## config.mk

```make
export PLATFORM = sky130hd
export DESIGN_NAME = osrx_top
export DESIGN_NICKNAME = d
export VERILOG_FILES = /design/src/rtl/osrx_pkg.sv /design/src/rtl/osrx_vote.sv /design/src/rtl/osrx_deframer.sv /design/src/rtl/osrx_fifo.sv /design/src/rtl/osrx_top.sv
export SDC_FILE = /design/constraint.sdc
export NUM_CORES = 1
export LEC_CHECK = 0
export BUFFER_PORTS_ARGS = -buffer_cell sky130_fd_sc_hd__buf_2
export CORE_ASPECT_RATIO = 0.75
export CORE_MARGIN = 4
export CORE_UTILIZATION = 62
export DETAILED_ROUTE_END_ITERATION = 12
export PLACE_DENSITY = 0.8
export SYNTH_ARGS = -nofsm -noshare
export SYNTH_HDL_FRONTEND = slang
export SYNTH_HIERARCHICAL = 1
export SYNTH_SLANG_ARGS = --single-unit
```

## constraint.sdc

```tcl
create_clock -name clk -period 3.15 [get_ports clk]
set_input_delay 0.4725 -clock clk [delete_from_list [all_inputs] [get_ports clk]]
set_output_delay 0.4725 -clock clk [all_outputs]
set_load 0.05 [all_outputs]
```

## src/rtl/osrx_pkg.sv

```systemverilog
package osrx_pkg;

   typedef enum logic [1:0] {
      RX_IDLE,
      RX_START,
      RX_BITS,
      RX_STOP
   } rx_state_e;

   function automatic logic maj3(input logic a, input logic b, input logic c);
      return (a & b) | (a & c) | (b & c);
   endfunction

endpackage

```

## src/rtl/osrx_vote.sv

```systemverilog
module osrx_vote #(
   parameter int OVS      = 16,
   parameter bit MAJORITY = 1'b1,
   localparam int CW      = $clog2(OVS)
) (
   input  logic          clk,
   input  logic          rst_n,
   input  logic          tick,
   input  logic          rx,
   input  logic [CW-1:0] cnt,
   output logic          bit_val
);
   import osrx_pkg::*;

   localparam logic [CW-1:0] C_FIRST = CW'(OVS / 2 - 2);
   localparam logic [CW-1:0] C_MID   = CW'(OVS / 2 - 1);

   logic s_first;
   logic s_mid;

   always_ff @(posedge clk or negedge rst_n) begin
      if (!rst_n) begin
         s_first <= 1'b1;
         s_mid   <= 1'b1;
      end else if (tick) begin
         if (cnt == C_FIRST) s_first <= rx;
         if (cnt == C_MID)   s_mid   <= rx;
      end
   end

   generate
      if (MAJORITY) begin : g_vote
         assign bit_val = maj3(s_first, s_mid, rx);
      end else begin : g_single
         assign bit_val = s_mid;
      end
   endgenerate

endmodule

```

## src/rtl/osrx_deframer.sv

```systemverilog
module osrx_deframer #(
   parameter int OVS      = 16,
   parameter int DATA_W   = 8,
   parameter bit MAJORITY = 1'b1,
   localparam int CW      = $clog2(OVS),
   localparam int IW      = $clog2(DATA_W),
   localparam int BW      = $clog2(DATA_W + 2)
) (
   input  logic              clk,
   input  logic              rst_n,
   input  logic              tick,
   input  logic              rx,
   input  logic              len_full,
   input  logic              par_en,
   output logic              w_valid,
   output logic [DATA_W-1:0] w_data,
   output logic              w_par,
   output logic              w_ferr
);
   import osrx_pkg::*;

   localparam logic [CW-1:0] C_DECIDE = CW'(OVS / 2);
   localparam logic [CW-1:0] C_LAST   = CW'(OVS - 1);
   localparam logic [BW-1:0] N_FULL   = BW'(DATA_W);
   localparam logic [BW-1:0] N_SHORT  = BW'(DATA_W - 1);

   rx_state_e         state;
   logic [CW-1:0]     cnt;
   logic [BW-1:0]     bidx;
   logic              rx_last;
   logic              l_full;
   logic              l_par;
   logic              par_bit;
   logic [DATA_W-1:0] shreg;
   logic              bit_val;
   logic              decide;
   logic [BW-1:0]     n_data;
   logic [BW-1:0]     n_last;

   osrx_vote #(.OVS(OVS), .MAJORITY(MAJORITY)) u_vote (
      .clk    (clk),
      .rst_n  (rst_n),
      .tick   (tick),
      .rx     (rx),
      .cnt    (cnt),
      .bit_val(bit_val)
   );

   assign decide = tick && (cnt == C_DECIDE);
   assign n_data = l_full ? N_FULL : N_SHORT;
   assign n_last = n_data + BW'(l_par) - BW'(1);

   always_ff @(posedge clk or negedge rst_n) begin
      if (!rst_n) begin
         state   <= RX_IDLE;
         cnt     <= '0;
         bidx    <= '0;
         rx_last <= 1'b1;
         l_full  <= 1'b1;
         l_par   <= 1'b0;
         par_bit <= 1'b0;
         shreg   <= '0;
         w_valid <= 1'b0;
         w_data  <= '0;
         w_par   <= 1'b0;
         w_ferr  <= 1'b0;
      end else begin
         w_valid <= 1'b0;
         if (tick) begin
            unique case (state)
               RX_IDLE: begin
                  rx_last <= rx;
                  if (rx_last && !rx) begin
                     state   <= RX_START;
                     cnt     <= CW'(1);
                     bidx    <= '0;
                     l_full  <= len_full;
                     l_par   <= par_en;
                     par_bit <= 1'b0;
                     shreg   <= '0;
                  end
               end
               RX_START: begin
                  cnt <= cnt + CW'(1);
                  if (decide && bit_val) begin
                     state   <= RX_IDLE;
                     cnt     <= '0;
                     rx_last <= rx;
                  end else if (cnt == C_LAST) begin
                     state <= RX_BITS;
                  end
               end
               RX_BITS: begin
                  cnt <= cnt + CW'(1);
                  if (decide) begin
                     if (bidx < n_data) shreg[bidx[IW-1:0]] <= bit_val;
                     else               par_bit             <= bit_val;
                  end
                  if (cnt == C_LAST) begin
                     if (bidx == n_last) state <= RX_STOP;
                     else                bidx  <= bidx + BW'(1);
                  end
               end
               RX_STOP: begin
                  cnt <= cnt + CW'(1);
                  if (decide) begin
                     w_valid <= 1'b1;
                     w_data  <= shreg;
                     w_par   <= par_bit;
                     w_ferr  <= !bit_val;
                     state   <= RX_IDLE;
                     cnt     <= '0;
                     rx_last <= rx;
                  end
               end
               default: state <= RX_IDLE;
            endcase
         end
      end
   end

endmodule

```

## src/rtl/osrx_fifo.sv

```systemverilog
module osrx_fifo #(
   parameter int DEPTH = 8,
   parameter int W     = 10,
   localparam int AW   = $clog2(DEPTH),
   localparam int NW   = $clog2(DEPTH + 1)
) (
   input  logic          clk,
   input  logic          rst_n,
   input  logic          en,
   input  logic          push,
   input  logic [W-1:0]  din,
   input  logic          pop,
   output logic [W-1:0]  dout,
   output logic [NW-1:0] count,
   output logic          not_empty
);
   localparam logic [NW-1:0] N_FULL = NW'(DEPTH);

   logic [W-1:0]  mem [DEPTH];
   logic [AW-1:0] rd_ptr;
   logic [AW-1:0] wr_ptr;
   logic          do_pop;
   logic          full;
   logic          ovf;
   logic          we;
   logic [AW-1:0] wsel;

   assign not_empty = (count != '0);
   assign full      = (count == N_FULL);
   assign do_pop    = pop && not_empty;
   assign ovf       = en && push && full && !do_pop;
   assign we        = push && !ovf;
   assign wsel      = en ? wr_ptr : rd_ptr;
   assign dout      = mem[rd_ptr];

   always_ff @(posedge clk or negedge rst_n) begin
      if (!rst_n) begin
         for (int i = 0; i < DEPTH; i++) mem[i] <= '0;
      end else if (we) begin
         mem[wsel] <= din;
      end
   end

   always_ff @(posedge clk or negedge rst_n) begin
      if (!rst_n) begin
         rd_ptr <= '0;
         wr_ptr <= '0;
         count  <= '0;
      end else if (!en) begin
         if (push) begin
            wr_ptr <= rd_ptr + AW'(1);
            count  <= NW'(1);
         end else if (do_pop) begin
            rd_ptr <= rd_ptr + AW'(1);
            count  <= '0;
         end
      end else if (ovf) begin
         rd_ptr <= '0;
         wr_ptr <= '0;
         count  <= '0;
      end else begin
         if (push)   wr_ptr <= wr_ptr + AW'(1);
         if (do_pop) rd_ptr <= rd_ptr + AW'(1);
         count <= count + NW'(push) - NW'(do_pop);
      end
   end

endmodule

```

## src/rtl/osrx_top.sv

```systemverilog
module osrx_top #(
   parameter int OVS      = 16,
   parameter int DATA_W   = 8,
   parameter int DEPTH    = 8,
   parameter bit MAJORITY = 1'b1,
   localparam int EW      = DATA_W + 2,
   localparam int NW      = $clog2(DEPTH + 1)
) (
   input  logic              clk,
   input  logic              rst_n,
   input  logic              baud_tick,
   input  logic              rx,
   input  logic              cfg_len8,
   input  logic              cfg_par_en,
   input  logic              cfg_fifo_en,
   input  logic              pop,
   output logic              ready,
   output logic [DATA_W-1:0] rd_data,
   output logic              rd_par,
   output logic              rd_ferr,
   output logic              par_irq
);

   generate
      if (OVS < 8 || (OVS & (OVS - 1)) != 0) begin : g_bad_ovs
         $error("osrx_top: OVS must be a power of two, at least 8");
      end
      if (DEPTH < 2 || (DEPTH & (DEPTH - 1)) != 0) begin : g_bad_depth
         $error("osrx_top: DEPTH must be a power of two, at least 2");
      end
      if (DATA_W < 2) begin : g_bad_width
         $error("osrx_top: DATA_W must be at least 2");
      end
   endgenerate

   logic              w_valid;
   logic [DATA_W-1:0] w_data;
   logic              w_par;
   logic              w_ferr;
   logic [EW-1:0]     q_out;
   logic [NW-1:0]     fifo_cnt;

   osrx_deframer #(.OVS(OVS), .DATA_W(DATA_W), .MAJORITY(MAJORITY)) u_deframe (
      .clk     (clk),
      .rst_n   (rst_n),
      .tick    (baud_tick),
      .rx      (rx),
      .len_full(cfg_len8),
      .par_en  (cfg_par_en),
      .w_valid (w_valid),
      .w_data  (w_data),
      .w_par   (w_par),
      .w_ferr  (w_ferr)
   );

   osrx_fifo #(.DEPTH(DEPTH), .W(EW)) u_queue (
      .clk      (clk),
      .rst_n    (rst_n),
      .en       (cfg_fifo_en),
      .push     (w_valid),
      .din      ({w_ferr, w_par, w_data}),
      .pop      (pop),
      .dout     (q_out),
      .count    (fifo_cnt),
      .not_empty(ready)
   );

   assign {rd_ferr, rd_par, rd_data} = q_out;

   always_ff @(posedge clk or negedge rst_n) begin
      if (!rst_n)       par_irq <= 1'b0;
      else if (w_valid) par_irq <= w_par;
   end

endmodule

```

==> flow_summary.ini, run 1 <==
[synth]
synthAdderAreaFrac = 0.0367
yosys.area_share.simple = 0.0770
async_flop_share = 1.00
synth_top_family_by_area = multiplexers
synth.avg_cell_area_um2 = 12.7
ys_ff_latch = 126
synth.cell_area_mm2 = 0.00627
synth_edf_count = 0
synth-main-ff-cell = dfrtp_1
synthesis.nets = 518
synth_cell_types = 68
synth_xor_xnor_area_share = 0.00838
syn-instance-count = 493
synth.area.mux_share = 0.248
ys_seq_area_frac = 0.504
yosys_warnings = 6
synth_compound_gate_area_share = 0.0938

[cells_and_area]
area_delta_synth_final_pct = 12.6
drive_gt1_frac = 0.343
final_area_mm2 = 0.00706
finalNonFillerCells = 662
n_antenna_cell = 0
nets = 542

[drt]
route.detailed.drc = 0
vias = 4137
routed_via_density = 6.25
wl_per_cell_um = 19.9
ant_nets = 0
drt-pass1-iter-count = 7
dr.first_iter.drc_count = 342
met2WireLength_um = 6690
wl_met3_um = 582
routedLengthMet1_um = 5770
routed_wl_um = 13200
highest_layer = met4

[worst_setup_path]
reg2reg_slack_ns = 0.28
reg2reg_to = u_queue/count[2]
reg2reg_from = u_queue/count[2]
crit_family = adder cells
arrival_ns = 3.16
start_kind = flop
end_kind = flop
setup.worst_path.start = u_queue/count[2]
cp.depth = 10
r2r_cells = 10
critPathBufInv = 2
crit_top_cell = ha_1
required_ns = 3.44
slowest_delay_ns = 0.48
path_cells = inv_1, ha_1, or3b_2, and2_1, ha_1, inv_1, ha_1, fa_1, xor2_1, a22o_1
cp_max_fo = 7
crit_slowest_cell = or3b_2
crit_type = flop to flop

[clock_network]
post-cts-setup-buffer-count = 0
clock_path_buffers = 2
htree_levels = 4
clk_pin_slew_ns = 0.05
ctsResizeCount = 0
cts_tree = done
cts.sinks = 126
cts-root-buf = clkbuf_16
holdBufCountCts = 0
clk_latency_ns = 0.41
cts_inserted_buffers = 17

[placed_design]
pre_cts_slack_ns = 0.338
dp.cells = 630
numPortBuffers = 19
dpl_cell_area_mm2 = 0.00647
place.gp.congestion = 0.866
dp_hpwl_um = 8640

[power]
leakage_nw = 3.44
power.share.clock = 0.375
switching_share = 0.312
seqPwrFrac = 0.394
p_per_area_mw_per_mm2 = 728
ir_worst_vdd_mv = 0.513
internal_power_mw = 3.54
comb_power_share = 0.231
switching_power_mw = 1.61

[sta]
finalCriticalPeriod_ns = 2.87
rsz0062_at_grt = no
finalSetupViolCount = 0
max_freq_ghz = 0.349
drv_slew = 0
post-route-period-util = 0.910
hold_viol_final = 0
skew_ns = 0.00775
fin_tns_setup_ns = 0
worst_pin_slew_ns = 0.834
slew_headroom = 0.444
finalWorstSetupSlack_ns = 0.284

[grt]
grt_max_degree = 47
gr-usage-all-layers = 0.246
grt_overflow = 0
antenna_found_initial = 0
grt_pass1_wl_um = 21900
grt_pass1_vias = 4267

[run]
drv_cap = 0

[outcome]
status = finished, final reports clean

[floorplan]
rows = 31
initial_core_util = 0.641
chipWidth_um = 124
core_area_mm2 = 0.00977
boundaryPins = 20
dieHeight_um = 95.1
dieArea_mm2 = 0.0118

[min_path]
hp-class = input pin to async pin
-- through the flow --
step | hold WS [ns] | utilization | total power, mW
floorplan | 0.177 | - | 2.91
global placement | 0.471 | 0.662 | 3.14
detailed placement | 0.482 | 0.662 | 3.23
CTS | 0.0688 | 0.722 | 5.17
global route | 0.0902 | 0.722 | 5.40
finish | 0.0560 | 0.722 | 5.14
-- cells in the final DEF, fill, tap and decap left out, types with 3 or more instances in the layout --
master,Yosys,routed
clkbuf_16,0,17
nand2_2,6,6
a21oi_1,9,9
a31oi_1,11,11
nand2_1,46,46
mux2_1,5,5
nor3_1,3,3
nand3_1,8,8
o31ai_1,3,3
o21ai_1,3,3
nor2_1,7,7
mux2_2,89,89
xnor2_1,3,3
dfstp_2,4,4
ha_1,16,16
clkbuf_1,9,5
dfrtp_1,122,122
nor2b_1,4,4
mux2i_1,3,3
clkbuf_8,0,5
mux4_2,20,20
buf_4,1,8
o21ai_0,27,27
buf_2,6,18
a22o_1,4,4
xor2_1,3,3
nand2b_1,5,5
inv_1,24,24
a21o_1,3,3
-- final cells by class --
type | instances | area, µm²
well taps | 132 | 165
inverters | 24 | 90.1
flip-flops and latches | 126 | 3160
clock buffers | 27 | 513
multi-input cells | 322 | 2910
clock inverters | 5 | 77.6
fillers | 632 | 2710
repair buffers | 26 | 150
-- registers in the layout, summed over array words and instances, names as in the netlist, 3 cells and up, named ones only --
register          cells
u_queue/mem          80
u_deframe/shreg       8
u_deframe/w_data      8
u_deframe/bidx        4
u_deframe/cnt         4
u_queue/count         4
u_queue/rd_ptr        3
u_queue/wr_ptr        3
-- worst max-delay path by stage --
stage / to
after floorplan: u_queue/count[2]
after global placement: u_queue/count[2]
after detailed placement: u_queue/count[2]
after CTS: u_queue/count[2]
after global routing: u_queue/count[2]
final: u_queue/count[2]
-- cell usage after synthesis (4+ instances only) --
master / n / share of area
nor2_1: 7 / 0.0042
mux2_1: 5 / 0.0090
a22o_1: 4 / 0.0056
dfstp_2: 4 / 0.017
inv_1: 24 / 0.014
clkbuf_1: 9 / 0.0054
mux4_2: 20 / 0.072
nand2_2: 6 / 0.0060
nor2b_1: 4 / 0.0040
buf_2: 6 / 0.0048
o21ai_0: 27 / 0.022
a21oi_1: 9 / 0.0072
nand3_1: 8 / 0.0064
ha_1: 16 / 0.032
a31oi_1: 11 / 0.011
dfrtp_1: 122 / 0.49
mux2_2: 89 / 0.16
nand2b_1: 5 / 0.0050
nand2_1: 46 / 0.028
-- kinds of logic (layout without fill, tap and decap cells) --
family,after synthesis,count (layout)
AO/OA/AOI/OAI,84,84
XOR/XNOR,6,6
adder cells (fa/ha/maj),18,18
buffers and inverters,45,82
flip-flops,126,126
multiplexers,118,118
AND/OR/NAND/NOR,96,96
-- power by group through the flow --
stage          clock network, mW  logic [mW]  registers, mW
2_1_floorplan                  0        1.03           1.88
3_3_place_gp                   0        1.11           2.03
3_5_place_dp                   0        1.18           2.05
4_1_cts                     1.96        1.18           2.02
5_1_grt                     2.03        1.32           2.05
6_report                    1.93        1.19           2.03
-- per-layer routing --
metal,global-route usage,vias up
met2,0.422,120
li1,-,1874
met1,0.317,2126
met3,0.0563,17
met5,0,-
met4,0.0693,0
Note: power is estimated with default switching activity, not from simulation.
==> run 2: changes to the inputs <==
--- a/config.mk
+++ b/config.mk
@@ -5,10 +5,10 @@
 export SDC_FILE = /design/constraint.sdc
 export NUM_CORES = 1
 export LEC_CHECK = 0
+export ABC_AREA = 1
 export BUFFER_PORTS_ARGS = -buffer_cell sky130_fd_sc_hd__buf_2
 export CORE_ASPECT_RATIO = 0.75
-export CORE_MARGIN = 4
-export CORE_UTILIZATION = 62
+export CORE_UTILIZATION = 63
 export DETAILED_ROUTE_END_ITERATION = 12
 export PLACE_DENSITY = 0.8
 export SYNTH_ARGS = -nofsm -noshare
==> flow_summary.ini, run 2 <==
[sta]
hold_viol_final = 0
skew_ns = 0.00662
drv_slew = 0
slew_headroom = 0.467
finalCriticalPeriod_ns = 2.71
timing.hold.ws_ns = 0.0380
fin_tns_setup_ns = 0
worst_pin_slew_ns = 0.798
finalWorstSetupSlack_ns = 0.436
finalSetupViolCount = 0
max_freq_ghz = 0.368
rsz0062_at_grt = no
post-route-period-util = 0.862

[worst_setup_path]
start_kind = flop
cp.depth = 6
crit_slowest_cell = dfrtp_1
reg2reg_from = u_queue/rd_ptr[2]
path_cells = inv_1, o21ai_0, o22ai_1, nand2_1, nand2_1, buf_2
crit_family = buffers and inverters
critPathBufInv = 2
setup.worst_path.start = u_queue/rd_ptr[1]
required_ns = 2.68
r2r_cells = 9
crit_top_cell = nand2_1
arrival_ns = 2.24
slowest_delay_ns = 0.48
end_kind = primary output
crit_type = flop to primary output
cp_max_fo = 21

[power]
comb_power_share = 0.352
ir_worst_vdd_mv = 0.442
internal_power_mw = 3.51
seqPwrFrac = 0.315
p_per_area_mw_per_mm2 = 782
power.share.clock = 0.333
switching_share = 0.401
leakage_nw = 3.84
total_power_mw = 5.87
switching_power_mw = 2.35

[drt]
route.detailed.drc = 0
routed_wl_um = 16700
drt-pass1-iter-count = 6
ant_nets = 0
routed_via_density = 5.93
dr.first_iter.drc_count = 580
vias = 5950
wl_per_cell_um = 16.6

[synth]
syn-instance-count = 851
synth_top_family_by_area = simple AND/OR/NAND/NOR gates
synth.avg_cell_area_um2 = 8.02
yosys_warnings = 6
synth_edf_count = 0
synth_cell_types = 35
async_flop_share = 1.00
ys_seq_area_frac = 0.462
synth_most_common_cell = nand2_1
synth.cell_area_mm2 = 0.00683
synthesis.nets = 876
yosysTopAreaCell = dfrtp_1
yosys-top-cells-area = dfrtp_1 (45%), nand2_1 (16%), nand4_1 (4.9%)
synthTopCellsByCount = nand2_1 (285), dfrtp_1 (122), nor2_1 (65)
synth_top_area_frac = 0.447
ys_ff_latch = 126
synth-main-ff-cell = dfrtp_1
synth.area.mux_share = 0
synth_compound_gate_area_share = 0.111
yosys.area_share.simple = 0.307
synthAdderAreaFrac = 0.0339
synth_xor_xnor_area_share = 0.00898

[grt]
grt_pass1_wl_um = 27900
grt_pass1_vias = 5535
antenna_found_initial = 0
grt_max_degree = 62
gr-usage-all-layers = 0.325
grt_overflow = 0

[cells_and_area]
area_delta_synth_final_pct = 9.89
postLayoutCoreUtil = 0.721
drive_gt1_frac = 0.143
nets = 880
largest_reg_flops = 80
most-common-layout-cells = nand2_1 (285), dfrtp_1 (121), nor2_1 (65)
layout_commonest_cell = nand2_1
final_area_mm2 = 0.00750
finalNonFillerCells = 1004
reg_top3 = u_queue/mem (80), u_deframe/shreg (8), u_deframe/w_data (8)
n_antenna_cell = 0
top_register = u_queue/mem

[floorplan]
rows = 32
initial_core_util = 0.656
chipWidth_um = 122
boundaryPins = 20
core_area_mm2 = 0.0104
dieArea_mm2 = 0.0113
dieHeight_um = 92.2

[clock_network]
cts_inserted_buffers = 17
cts.sinks = 126
clock_path_buffers = 2
clk_pin_slew_ns = 0.06
ctsResizeCount = 0
cts-root-buf = clkbuf_16
holdBufCountCts = 0
clk_latency_ns = 0.42
post-cts-setup-buffer-count = 0
cts_tree = done
htree_levels = 4

[min_path]
hp-class = input pin to async pin

[placed_design]
dp.cells = 972
dpl_cell_area_mm2 = 0.00691
numPortBuffers = 19
place.gp.congestion = 0.898
dp_hpwl_um = 11000
pre_cts_slack_ns = 0.907

[run]
drv_cap = 0

[outcome]
status = finished, final reports clean
-- run 2: cells by family (layout without fill, tap and decap cells) --
kind of cell             after synthesis  in the layout
XOR/XNOR                               7              7
AO/OA/AOI/OAI                        123            123
buffers and inverters                108            125
adder cells (fa/ha/maj)               18             18
flip-flops                           126            126
AND/OR/NAND/NOR                      469            469
-- run 2: worst paths after layout --
| path | endpoint | slack [ns] |
|---|---|---|
| max | rd_data[5] | 0.44 |
| min | u_deframe/cnt[2] | 0.04 |
| max reg2reg | u_queue/mem[54] | 0.89 |
| min reg2reg | u_deframe/u_vote/s_mid | 0.47 |
| max in group asynchronous | u_queue/mem[64] | 2.31 |
| min in group clk | u_deframe/l_full | 0.30 |
-- run 2: power by group through the flow --
stage	logic (mW)	registers (mW)	clock network, mW
floorplan	1.58	1.82	0
global placement	1.97	1.87	0
detailed placement	2.00	1.88	0
CTS	2.03	1.85	1.97
global route	2.25	1.87	2.05
finish	2.06	1.85	1.95
-- run 2: final cells by class --
cell class | count | area (µm²)
Clock buffer | 19 | 453
Sequential cell | 126 | 3160
Tap cell | 136 | 170
Fill cell | 782 | 2910
Multi-Input combinational cell | 617 | 3150
Timing Repair Buffer | 31 | 200
Clock inverter | 13 | 140
Inverter | 62 | 233
-- run 2: per-layer routing --
metal	vias to the layer above	track usage	routed length, µm
met5	-	0	0
met4	0	0.117	195
met3	21	0.0622	1310
met2	248	0.498	7620
met1	2864	0.457	7560
li1	2817	-	-
==> run 3: changes to the inputs <==
--- a/config.mk
+++ b/config.mk
@@ -8,10 +8,9 @@
 export ABC_AREA = 1
 export BUFFER_PORTS_ARGS = -buffer_cell sky130_fd_sc_hd__buf_2
 export CORE_ASPECT_RATIO = 0.75
-export CORE_UTILIZATION = 63
+export CORE_UTILIZATION = 62
 export DETAILED_ROUTE_END_ITERATION = 12
 export PLACE_DENSITY = 0.8
 export SYNTH_ARGS = -nofsm -noshare
 export SYNTH_HDL_FRONTEND = slang
-export SYNTH_HIERARCHICAL = 1
 export SYNTH_SLANG_ARGS = --single-unit
==> constraint.sdc (replaced) <==
create_clock -name clk -period 2.65 [get_ports clk]
set_input_delay 0.3975 -clock clk [delete_from_list [all_inputs] [get_ports clk]]
set_output_delay 0.3975 -clock clk [all_outputs]
set_load 0.05 [all_outputs]
==> flow_summary.ini, run 3 <==
[outcome]
status = finished, final reports clean

[synth]
synth_cell_types = 33
synth.avg_cell_area_um2 = 8.14
synth.cell_area_mm2 = 0.00637
yosys-top-cells-area = dfrtp_1 (48%), nand2_1 (12%), o21ai_0 (6.7%)
yosys_warnings = 0
synthTopCellsByCount = nand2_1 (203), dfrtp_1 (122), o21ai_0 (85)
yosysTopAreaCell = dfrtp_1
async_flop_share = 1.00
ys_ff_latch = 126
synth-main-ff-cell = dfrtp_1
ys_seq_area_frac = 0.496
synthesis.nets = 808
synth_top_area_frac = 0.479
syn-instance-count = 782
synth_most_common_cell = nand2_1
synth_edf_count = 0

[clock_network]
htree_levels = 4
cts-root-buf = clkbuf_16
cts_inserted_buffers = 17
post-cts-setup-buffer-count = 0
clock_path_buffers = 2
clk_pin_slew_ns = 0.05
cts.sinks = 126
clk_latency_ns = 0.42
cts_tree = done

[worst_setup_path]
crit_type = flop to primary output
setup.worst_path.start = u_queue.rd_ptr[0]
start_kind = flop
crit_slowest_cell = dfrtp_1
r2r_cells = 11
end_kind = primary output
arrival_ns = 2.15
reg2reg_from = u_queue.count[2]
slowest_delay_ns = 0.41
required_ns = 2.25
path_cells = clkinv_2, nor2_1, o21ai_0, a21oi_1, a31oi_1, buf_2
reg2reg_to = u_queue.count[2]
cp_max_fo = 28
reg2reg_slack_ns = 0.47

[sta]
rsz0062_at_grt = no
worst_pin_slew_ns = 0.706
hold_viol_final = 0
fin_tns_setup_ns = 0
skew_ns = 0.00558
post-route-period-util = 0.962
finalCriticalPeriod_ns = 2.55
slew_headroom = 0.524
finalSetupViolCount = 0
max_freq_ghz = 0.392
drv_slew = 0

[floorplan]
boundaryPins = 20
chipWidth_um = 119
core_area_mm2 = 0.00981
dieHeight_um = 89.8
dieArea_mm2 = 0.0107
rows = 31
initial_core_util = 0.649

[drt]
ant_nets = 0
routed_via_density = 5.82
vias = 5461
drt-pass1-iter-count = 5
route.detailed.drc = 0
routed_wl_um = 15100
wl_per_cell_um = 16.1
dr.first_iter.drc_count = 457

[cells_and_area]
nets = 821
largest_reg_flops = 80
multiInputGateArea_mm2 = 0.00276
drive_gt1_frac = 0.134
finalNonFillerCells = 939
layout_commonest_cell = nand2_1
postLayoutCoreUtil = 0.735
most-common-layout-cells = nand2_1 (203), dfrtp_1 (122), o21ai_0 (85)
top_register = u_queue.mem
n_antenna_cell = 0
regArea_mm2 = 0.00316
nFillCells = 697
reg_top3 = u_queue.mem (80), u_deframe.shreg (8), u_deframe.w_data (8)
area_delta_synth_final_pct = 13.2

[placed_design]
place.gp.congestion = 0.895
dp_hpwl_um = 9710
dp.cells = 907
numPortBuffers = 19

[power]
leakage_nw = 3.63
p_per_area_mw_per_mm2 = 979
total_power_mw = 7.06
ir_worst_vdd_mv = 0.946

[grt]
antenna_found_initial = 0
grt_max_degree = 53
grt_pass1_vias = 5343
gr-usage-all-layers = 0.308
grt_overflow = 0
grt_pass1_wl_um = 25700

[min_path]
worstHoldEndpoint = u_deframe.rx_last
hp-class = input pin to flop
holdPathStages = 3
hold_start = rx

[run]
drv_cap = 0
==> run 3: cell count changes after synthesis, moves of 5 or more <==
cell     previous run  this run
inv_1              61        52
nor2_1             65        71
o21ai_2            29        11
a21oi_1             5        17
o22ai_1            21         3
nand2_1           285       203
nand2_2             7        12
nor2_4              7         1
o21ai_0            51        85
a31oi_1             0        10
nand4_1            53        13
o21ai_1            14        52
==> run 3: layout make-up <==
cell class,instances,area share
clock inverter,11,0.0293
timing repair buffer,36,0.0344
inverter,57,0.0298
multi-input combinational,557,0.382
clock buffer,20,0.0633
tap,132,0.0229
sequential,126,0.438
==> run 3: critical path: cells and delay by family, from the launching register on <==
family / cells / cell delay (ns)
buf+inv: 2 / 0.63
compound gates: 3 / 0.42
flops: 1 / 0.41
simple gates: 1 / 0.27
==> run 3: how the worst max path moves through the flow <==
stage | end | cells after the start
5_1_grt | rd_data[6] | 6
2_1_floorplan | u_queue.count[2] | 11
3_3_place_gp | u_queue.count[2] | 11
4_1_cts | rd_par | 6
6_report | rd_data[6] | 6
3_5_place_dp | u_queue.count[2] | 11
==> run 3: through the flow <==
step                setup slack (ns)  hold slack (ns)  area (µm²)
finish                        0.0998            0.215        7210
global route                  0.0134            0.215        7210
CTS                           0.0760            0.208        7200
detailed placement             0.488            0.290        6530
global placement               0.570            0.290        6530
floorplan                      0.288            0.102        6370
==> run 3: where the power goes <==
| part | leakage [nW] | internal (mW) | switching, mW |
|---|---|---|---|
| Combinational | 1.66 | 0.639 | 1.58 |
| Clock | 0.326 | 1.80 | 0.835 |
| Sequential | 1.65 | 2.05 | 0.151 |
| Total | 3.63 | 4.49 | 2.56 |
==> run 3: per-layer routing <==
| layer | up-vias | wire [µm] | track usage | share of wire |
|---|---|---|---|---|
| li1 | 2578 | - | - | - |
| met1 | 2636 | 6710 | 0.426 | 0.44 |
| met2 | 224 | 7070 | 0.481 | 0.47 |
| met3 | 23 | 1080 | 0.0641 | 0.071 |
| met4 | 0 | 237 | 0.113 | 0.016 |
| met5 | - | 0 | 0 | 0 |
==> run 3: cells by family after synthesis <==
group,count (synthesis),share of synthesized area
DFF,126,0.496
buffers and inverters,99,0.0711
AOI/OAI and AO/OA,182,0.155
xor gates and xnor gates,7,0.00963
muxes,1,0.00177
and+or+nand+nor,349,0.230
adders and majority gates,18,0.0365
==> run 3: repair_timing <==
action / 4_1_cts / 5_1_grt
gates resized for setup: 0 / 3
endpoints found under the setup margin: 0 / 4
hold buffers: 1 / 0
endpoints found under the hold margin: 15 / 0
